==> config.mk <==
export PLATFORM = sky130hd
export DESIGN_NAME = mac_task_ctrl
export DESIGN_NICKNAME = d
export VERILOG_FILES = /design/src/rtl/mac_task_pkg.sv /design/src/rtl/mac_task_fsm.sv /design/src/rtl/mac_task_capture.sv /design/src/rtl/mac_task_datapath.sv /design/src/rtl/mac_task_ctrl.sv
export SDC_FILE = /design/constraint.sdc
export NUM_CORES = 1
export LEC_CHECK = 0
export BUFFER_PORTS_ARGS = -buffer_cell sky130_fd_sc_hd__buf_2
export CORE_ASPECT_RATIO = 0.75
export CORE_MARGIN = 2
export CORE_UTILIZATION = 60
export CTS_BUF_LIST = sky130_fd_sc_hd__clkbuf_2 sky130_fd_sc_hd__clkbuf_4 sky130_fd_sc_hd__clkbuf_8
export DETAILED_ROUTE_END_ITERATION = 10
export PLACE_DENSITY = 0.82
export SYNTH_ARGS = -nofsm -noshare
export SYNTH_HDL_FRONTEND = slang
export SYNTH_SLANG_ARGS = --single-unit
==> constraint.sdc <==
create_clock -name clk -period 13.4 [get_ports clk]
set_clock_uncertainty 0.2 [all_clocks]
set_input_delay 2.68 -clock clk [delete_from_list [all_inputs] [get_ports clk]]
set_output_delay 2.68 -clock clk [all_outputs]
set_load 0.01 [all_outputs]
==> src/rtl/mac_task_pkg.sv <==
package mac_task_pkg;

  typedef enum logic [1:0] {
    ST_IDLE = 2'd0,
    ST_RUN  = 2'd1,
    ST_FIN  = 2'd2
  } mac_state_e;

  // Coefficient generator for tap k, truncated by the caller to its width.
  function automatic logic [31:0] coef_val(input int unsigned k);
    return 32'(k * 37 + 5);
  endfunction

endpackage

==> src/rtl/mac_task_fsm.sv <==
module mac_task_fsm
  import mac_task_pkg::*;
#(
  parameter int N  = 8,
  parameter int IW = (N > 1) ? $clog2(N) : 1
) (
  input  logic          clk,
  input  logic          rst,
  input  logic          start_i,
  output logic          idle_o,
  output logic          ready_o,
  output logic          done_o,
  output logic          capture_o,
  output logic          step_o,
  output logic          finish_o,
  output logic [IW-1:0] idx_o
);

  localparam logic [IW-1:0] LAST_IDX = IW'(N - 1);
  localparam int LW = $clog2(N + 3) + 1;

  mac_state_e state_q;
  logic       chain_q;

  always_ff @(posedge clk) begin
    if (rst) begin
      state_q <= ST_IDLE;
      idle_o  <= 1'b1;
      ready_o <= 1'b0;
      done_o  <= 1'b0;
      chain_q <= 1'b0;
      idx_o   <= '0;
    end else begin
      ready_o <= 1'b0;
      done_o  <= 1'b0;
      case (state_q)
        ST_IDLE: begin
          if (start_i) begin
            state_q <= ST_RUN;
            idle_o  <= 1'b0;
            ready_o <= 1'b1;
            idx_o   <= '0;
          end
        end
        ST_RUN: begin
          if (ready_o) chain_q <= start_i;
          if (idx_o == LAST_IDX) state_q <= ST_FIN;
          else idx_o <= idx_o + 1'b1;
        end
        ST_FIN: begin
          done_o <= 1'b1;
          if (chain_q) begin
            state_q <= ST_RUN;
            ready_o <= 1'b1;
            idx_o   <= '0;
          end else begin
            state_q <= ST_IDLE;
            idle_o  <= 1'b1;
          end
        end
        default: begin
          state_q <= ST_IDLE;
          idle_o  <= 1'b1;
        end
      endcase
    end
  end

  always_comb begin
    capture_o = ((state_q == ST_IDLE) && start_i) || ((state_q == ST_FIN) && chain_q);
    step_o    = (state_q == ST_RUN);
    finish_o  = (state_q == ST_FIN);
  end

  // Latency window counter used only by the checks below.
  logic [LW-1:0] lat_q;
  always_ff @(posedge clk) begin
    if (rst) lat_q <= '0;
    else if (ready_o) lat_q <= LW'(1);
    else if (lat_q != {LW{1'b1}}) lat_q <= lat_q + 1'b1;
  end


  start_ready_chk: assert property (@(posedge clk) disable iff (rst)
    (idle_o && start_i) |=> (ready_o && !idle_o));


  ready_pulse_chk: assert property (@(posedge clk) disable iff (rst)
    ready_o |=> !ready_o);


  done_pulse_chk: assert property (@(posedge clk) disable iff (rst)
    done_o |=> !done_o);


  done_latency_chk: assert property (@(posedge clk) disable iff (rst)
    done_o |-> (lat_q == LW'(N + 1)));


  idle_ready_chk: assert property (@(posedge clk) disable iff (rst)
    idle_o |-> !ready_o);

endmodule

==> src/rtl/mac_task_capture.sv <==
module mac_task_capture #(
  parameter int N  = 8,
  parameter int DW = 8,
  parameter int IW = (N > 1) ? $clog2(N) : 1
) (
  input  logic            clk,
  input  logic            capture_i,
  input  logic [N*DW-1:0] x_flat_i,
  input  logic [IW-1:0]   idx_i,
  output logic [DW-1:0]   x_rd_o
);

  logic [DW-1:0] xreg_q [N];

  always_ff @(posedge clk) begin
    if (capture_i) begin
      for (int k = 0; k < N; k++) xreg_q[k] <= x_flat_i[k*DW +: DW];
    end
  end

  assign x_rd_o = xreg_q[idx_i];

endmodule

==> src/rtl/mac_task_datapath.sv <==
module mac_task_datapath
  import mac_task_pkg::*;
#(
  parameter int N  = 8,
  parameter int DW = 8,
  parameter int CW = 8,
  parameter int RW = DW + CW + $clog2(N),
  parameter int IW = (N > 1) ? $clog2(N) : 1
) (
  input  logic          clk,
  input  logic          rst,
  input  logic          clear_i,
  input  logic          step_i,
  input  logic          finish_i,
  input  logic [IW-1:0] idx_i,
  input  logic [DW-1:0] x_rd_i,
  output logic [RW-1:0] result_o
);

  logic [CW-1:0] coef_tab [N];
  logic [RW-1:0] acc_q;
  logic [RW-1:0] prod;

  for (genvar k = 0; k < N; k++) begin : g_coef
    assign coef_tab[k] = CW'(coef_val(k));
  end

  assign prod = RW'(x_rd_i) * RW'(coef_tab[idx_i]);

  always_ff @(posedge clk) begin
    if (rst) acc_q <= '0;
    else if (clear_i) acc_q <= '0;
    else if (step_i) acc_q <= acc_q + prod;
  end

  always_ff @(posedge clk) begin
    if (rst) result_o <= '0;
    else if (finish_i) result_o <= acc_q;
  end


  acc_clear_chk: assert property (@(posedge clk) disable iff (rst)
    (clear_i && !step_i) |=> (acc_q == '0));

endmodule

==> src/rtl/mac_task_ctrl.sv <==
module mac_task_ctrl #(
  parameter int N  = 8,
  parameter int DW = 8,
  parameter int CW = 8,
  parameter int RW = DW + CW + $clog2(N)
) (
  input  logic            clk,
  input  logic            rst,
  input  logic            start_i,
  input  logic [N*DW-1:0] x_flat_i,
  output logic            idle_o,
  output logic            ready_o,
  output logic            done_o,
  output logic [RW-1:0]   result_o
);

  localparam int IW = (N > 1) ? $clog2(N) : 1;

  logic          capture;
  logic          step;
  logic          finish;
  logic [IW-1:0] idx;
  logic [DW-1:0] x_rd;

  mac_task_fsm #(.N(N), .IW(IW)) u_fsm (
    .clk(clk), .rst(rst), .start_i(start_i),
    .idle_o(idle_o), .ready_o(ready_o), .done_o(done_o),
    .capture_o(capture), .step_o(step), .finish_o(finish), .idx_o(idx)
  );

  mac_task_capture #(.N(N), .DW(DW), .IW(IW)) u_capture (
    .clk(clk), .capture_i(capture), .x_flat_i(x_flat_i),
    .idx_i(idx), .x_rd_o(x_rd)
  );

  mac_task_datapath #(.N(N), .DW(DW), .CW(CW), .RW(RW), .IW(IW)) u_datapath (
    .clk(clk), .rst(rst), .clear_i(capture), .step_i(step),
    .finish_i(finish), .idx_i(idx), .x_rd_i(x_rd), .result_o(result_o)
  );


  result_hold_chk: assert property (@(posedge clk) disable iff (rst)
    !done_o |-> $stable(result_o));

endmodule

==> summary.md <==
| Metric | Value |
|---|---|
| Final core utilization | 0.694 |
| Total track usage | 0.260 |
| Avg Cell Area, Syn | 10.9 um^2 |
| Most common cell after layout, fill and taps aside | inv_1 |
| CTS Hold Buffers Added | 0 |
| Crit path launch type | register |
| Worst hold path depth | 2 |
| Post-CTS Resized | 0 |
| Dominant synthesized flop cell | edfxtp_1 |
| Reg2Reg Depth | 16 |
| Nets | 896 |
| Status | completed |
| DRC Markers | 0 |
| Vias | 4,957 |
| Remaining Overflow, GRT | 0 |
| CTS H-tree depth | 4 |
| Cells after Synth | 649 |
| Die Area | 12,700 um^2 |
| Slew Limit Fails | 0 |
| Clk pin slew, worst setup/hold paths | 80 ps |
| Worst Tran Pin Value | 1100 ps |
| Arrival time worst endpoint | 6310 ps |
| GP Congestion | 0.882 |
| Vert. Die Dim | 98.2 um |
| Port bufs | 88 |
| DR WL/cell | 16.6 um |
| Root buf cell | clkbuf_8 |
| YS warnings | 0 |
| Row count | 34 |
| Largest net degree at the start of global routing | 67 |
| RSZ-0062 raised after global routing | no |
| Pre-CTS WS | 7210 ps |
| Worst skew pair latency | 450 ps |
| Layout fillers | 877 |
| Leakage | 3.45 nW |
| Setup ws final | 7230 ps |
| Final Hold Viols | 0 |
| CTS tree | yes |
| Mapped Nets | 814 |
| I/O pin count | 89 |
| Final TNS setup | 0 ps |
| Chip width | 130 um |
| Share of cells above drive strength 1 | 0.199 |
| Drt pass-1 iters | 5 |
| Hpwl dp | 11.4 mm |
| Worst Path Required | 13,550 ps |
| Yosys reg bits | 114 |
| Commonest non-fill, non-tap cells in the layout | inv_1 (93), buf_2 (88), nand2_1 (70), edfxtp_1 (64) |
| Hold Crit Start | u_datapath.result_o[6] |
| Vias in the first global route | 5,310 |
| First-pass GRT wire length | 25.2 mm |
| Max cap viols | 0 |
| P&R area growth vs syn | 13.0% |
| Async SR Flop Fraction | 0 |
| R2r setup slk | 7230 ps |
| Netlist cell types | 55 |
| Initial antenna violation count | 0 |
| Kind of critical path | register to register |
| Critical Path End Type | register |
| Endpoints failing setup | 0 |
| CTS buffer count | 17 |
| Worst slew margin | 0.267 |
| Initial Util | 0.614 |
| Core ar. | 11,600 um^2 |
| Clock sinks | 114 |
| Cell Pwr Density | 126 nW/um^2 |
| Post-CTS Setup Inserts | 0 |
| Sequential element share of the synthesized area | 0.412 |
| RR Endpoint | u_datapath.acc_q[16] |
| Hold Path Class | register to register |
| Final worst path period need | 6170 ps |
| Peak VDD IR | 0.0000765 V |
| WL final | 15.0 mm |
| Fmax | 162 MHz |
| DR iter-0 viols | 390 |
| Max clock buf depth | 2 |
| Synthesized area | 7100 um^2 |
| Detail Route Antenna Nets | 0 |
| DR vias/cell | 5.47 |
| Period utilisation layout | 0.460 |
| EDFF count, synth | 64 |
| WHS Endpoint | u_datapath.result_o[6] |
| CP Max Fanout | 16 |
| Diode count | 0 |
## layer usage
metal  part of all wire  wire (um)  track usage
met1               0.43       6520        0.338
met2               0.49       7370        0.421
met3              0.052        783       0.0718
met4              0.022        333       0.0910
met5                  0          0            0
## kinds of logic after synthesis
group	after synthesis	synth area share
adder cells (fa/ha/maj)	98	0.226
multiplexers	28	0.0835
buffers and inverters	121	0.0708
XOR/XNOR	5	0.00617
flip-flops	114	0.412
AND/OR/NAND/NOR	191	0.124
AO/OA/AOI/OAI	92	0.0788
## state kept, by name (all words and copies together), names as in the netlist, named ones only
signal / count
u_datapath.result_o: 19
u_fsm.done_o: 1
u_datapath.acc_q: 19
u_fsm.state_q: 2
u_capture.xreg_q: 64
u_fsm.idx_o: 3
u_fsm.ready_o: 1
u_fsm.chain_q: 1
u_fsm.idle_o: 1
## synthesized netlist by cell type (all sizes together) (5+ instances only)
master / count / area share
nand2: 70 / 0.037
inv: 93 / 0.049
mux2i: 11 / 0.030
nor3: 9 / 0.0063
o21ai: 14 / 0.0099
or2: 27 / 0.024
fa: 50 / 0.14
a21oi: 46 / 0.032
dfxtp: 50 / 0.14
o21a: 5 / 0.0053
nand3: 9 / 0.0063
nand2b: 6 / 0.0053
edfxtp: 64 / 0.27
nor2b: 6 / 0.0053
ha: 48 / 0.085
buf: 17 / 0.016
clkbuf: 11 / 0.0058
nor2: 50 / 0.026
mux4: 16 / 0.052
a21o: 6 / 0.0063
## critical path, cell delays in order (launching register included)
cell       delay [ps]
dfxtp_1          1030
mux4_1            720
mux2i_4           300
nor2b_1           120
fa_1              520
fa_1              530
fa_1              550
inv_1              60
fa_1              530
inv_1              40
ha_1              340
a21o_1            170
nand3_1           100
and2_1            180
a31oi_1           360
o2111ai_1         150
o211a_1           150
## worst max-delay path by stage
stage | start | to | slack (ps) | cells after the start
6_report | register | u_datapath.acc_q[16] | 7230 | 16
4_1_cts | register | u_datapath.acc_q[16] | 7210 | 16
3_5_place_dp | register | u_datapath.acc_q[14] | 7210 | 16
3_3_place_gp | register | u_datapath.acc_q[16] | 7390 | 16
2_1_floorplan | start_i | u_datapath.acc_q[15] | 6570 | 6
5_1_grt | register | u_datapath.acc_q[15] | 6820 | 17
## per-stage QoR
step           power (mW)  hold WS [ps]  instances  area (um^2)
2_1_floorplan       0.614           232        649         7100
3_3_place_gp        0.663           242        874         7620
3_5_place_dp        0.677           247        874         7620
4_1_cts              1.01           258        906         8030
5_1_grt              1.07           279        906         8030
6_report             1.01           254        906         8030
## area by class of cell
class | count | area (um^2) | share of cell area
clock buffers | 17 | 234 | 0.0291
clock inverters | 15 | 173 | 0.0215
inverters | 93 | 349 | 0.0435
multi-input cells | 414 | 3680 | 0.459
flip-flops and latches | 114 | 2920 | 0.364
well taps | 162 | 203 | 0.0252
repair buffers | 91 | 463 | 0.0577
## where the power goes
group / switching (mW) / total (mW) / internal [mW]
Combinational: 0.160 / 0.270 / 0.111
Sequential: 0.0117 / 0.402 / 0.390
Clock: 0.165 / 0.336 / 0.171
Total: 0.336 / 1.01 / 0.672
Power figures use the tool's default switching activity.
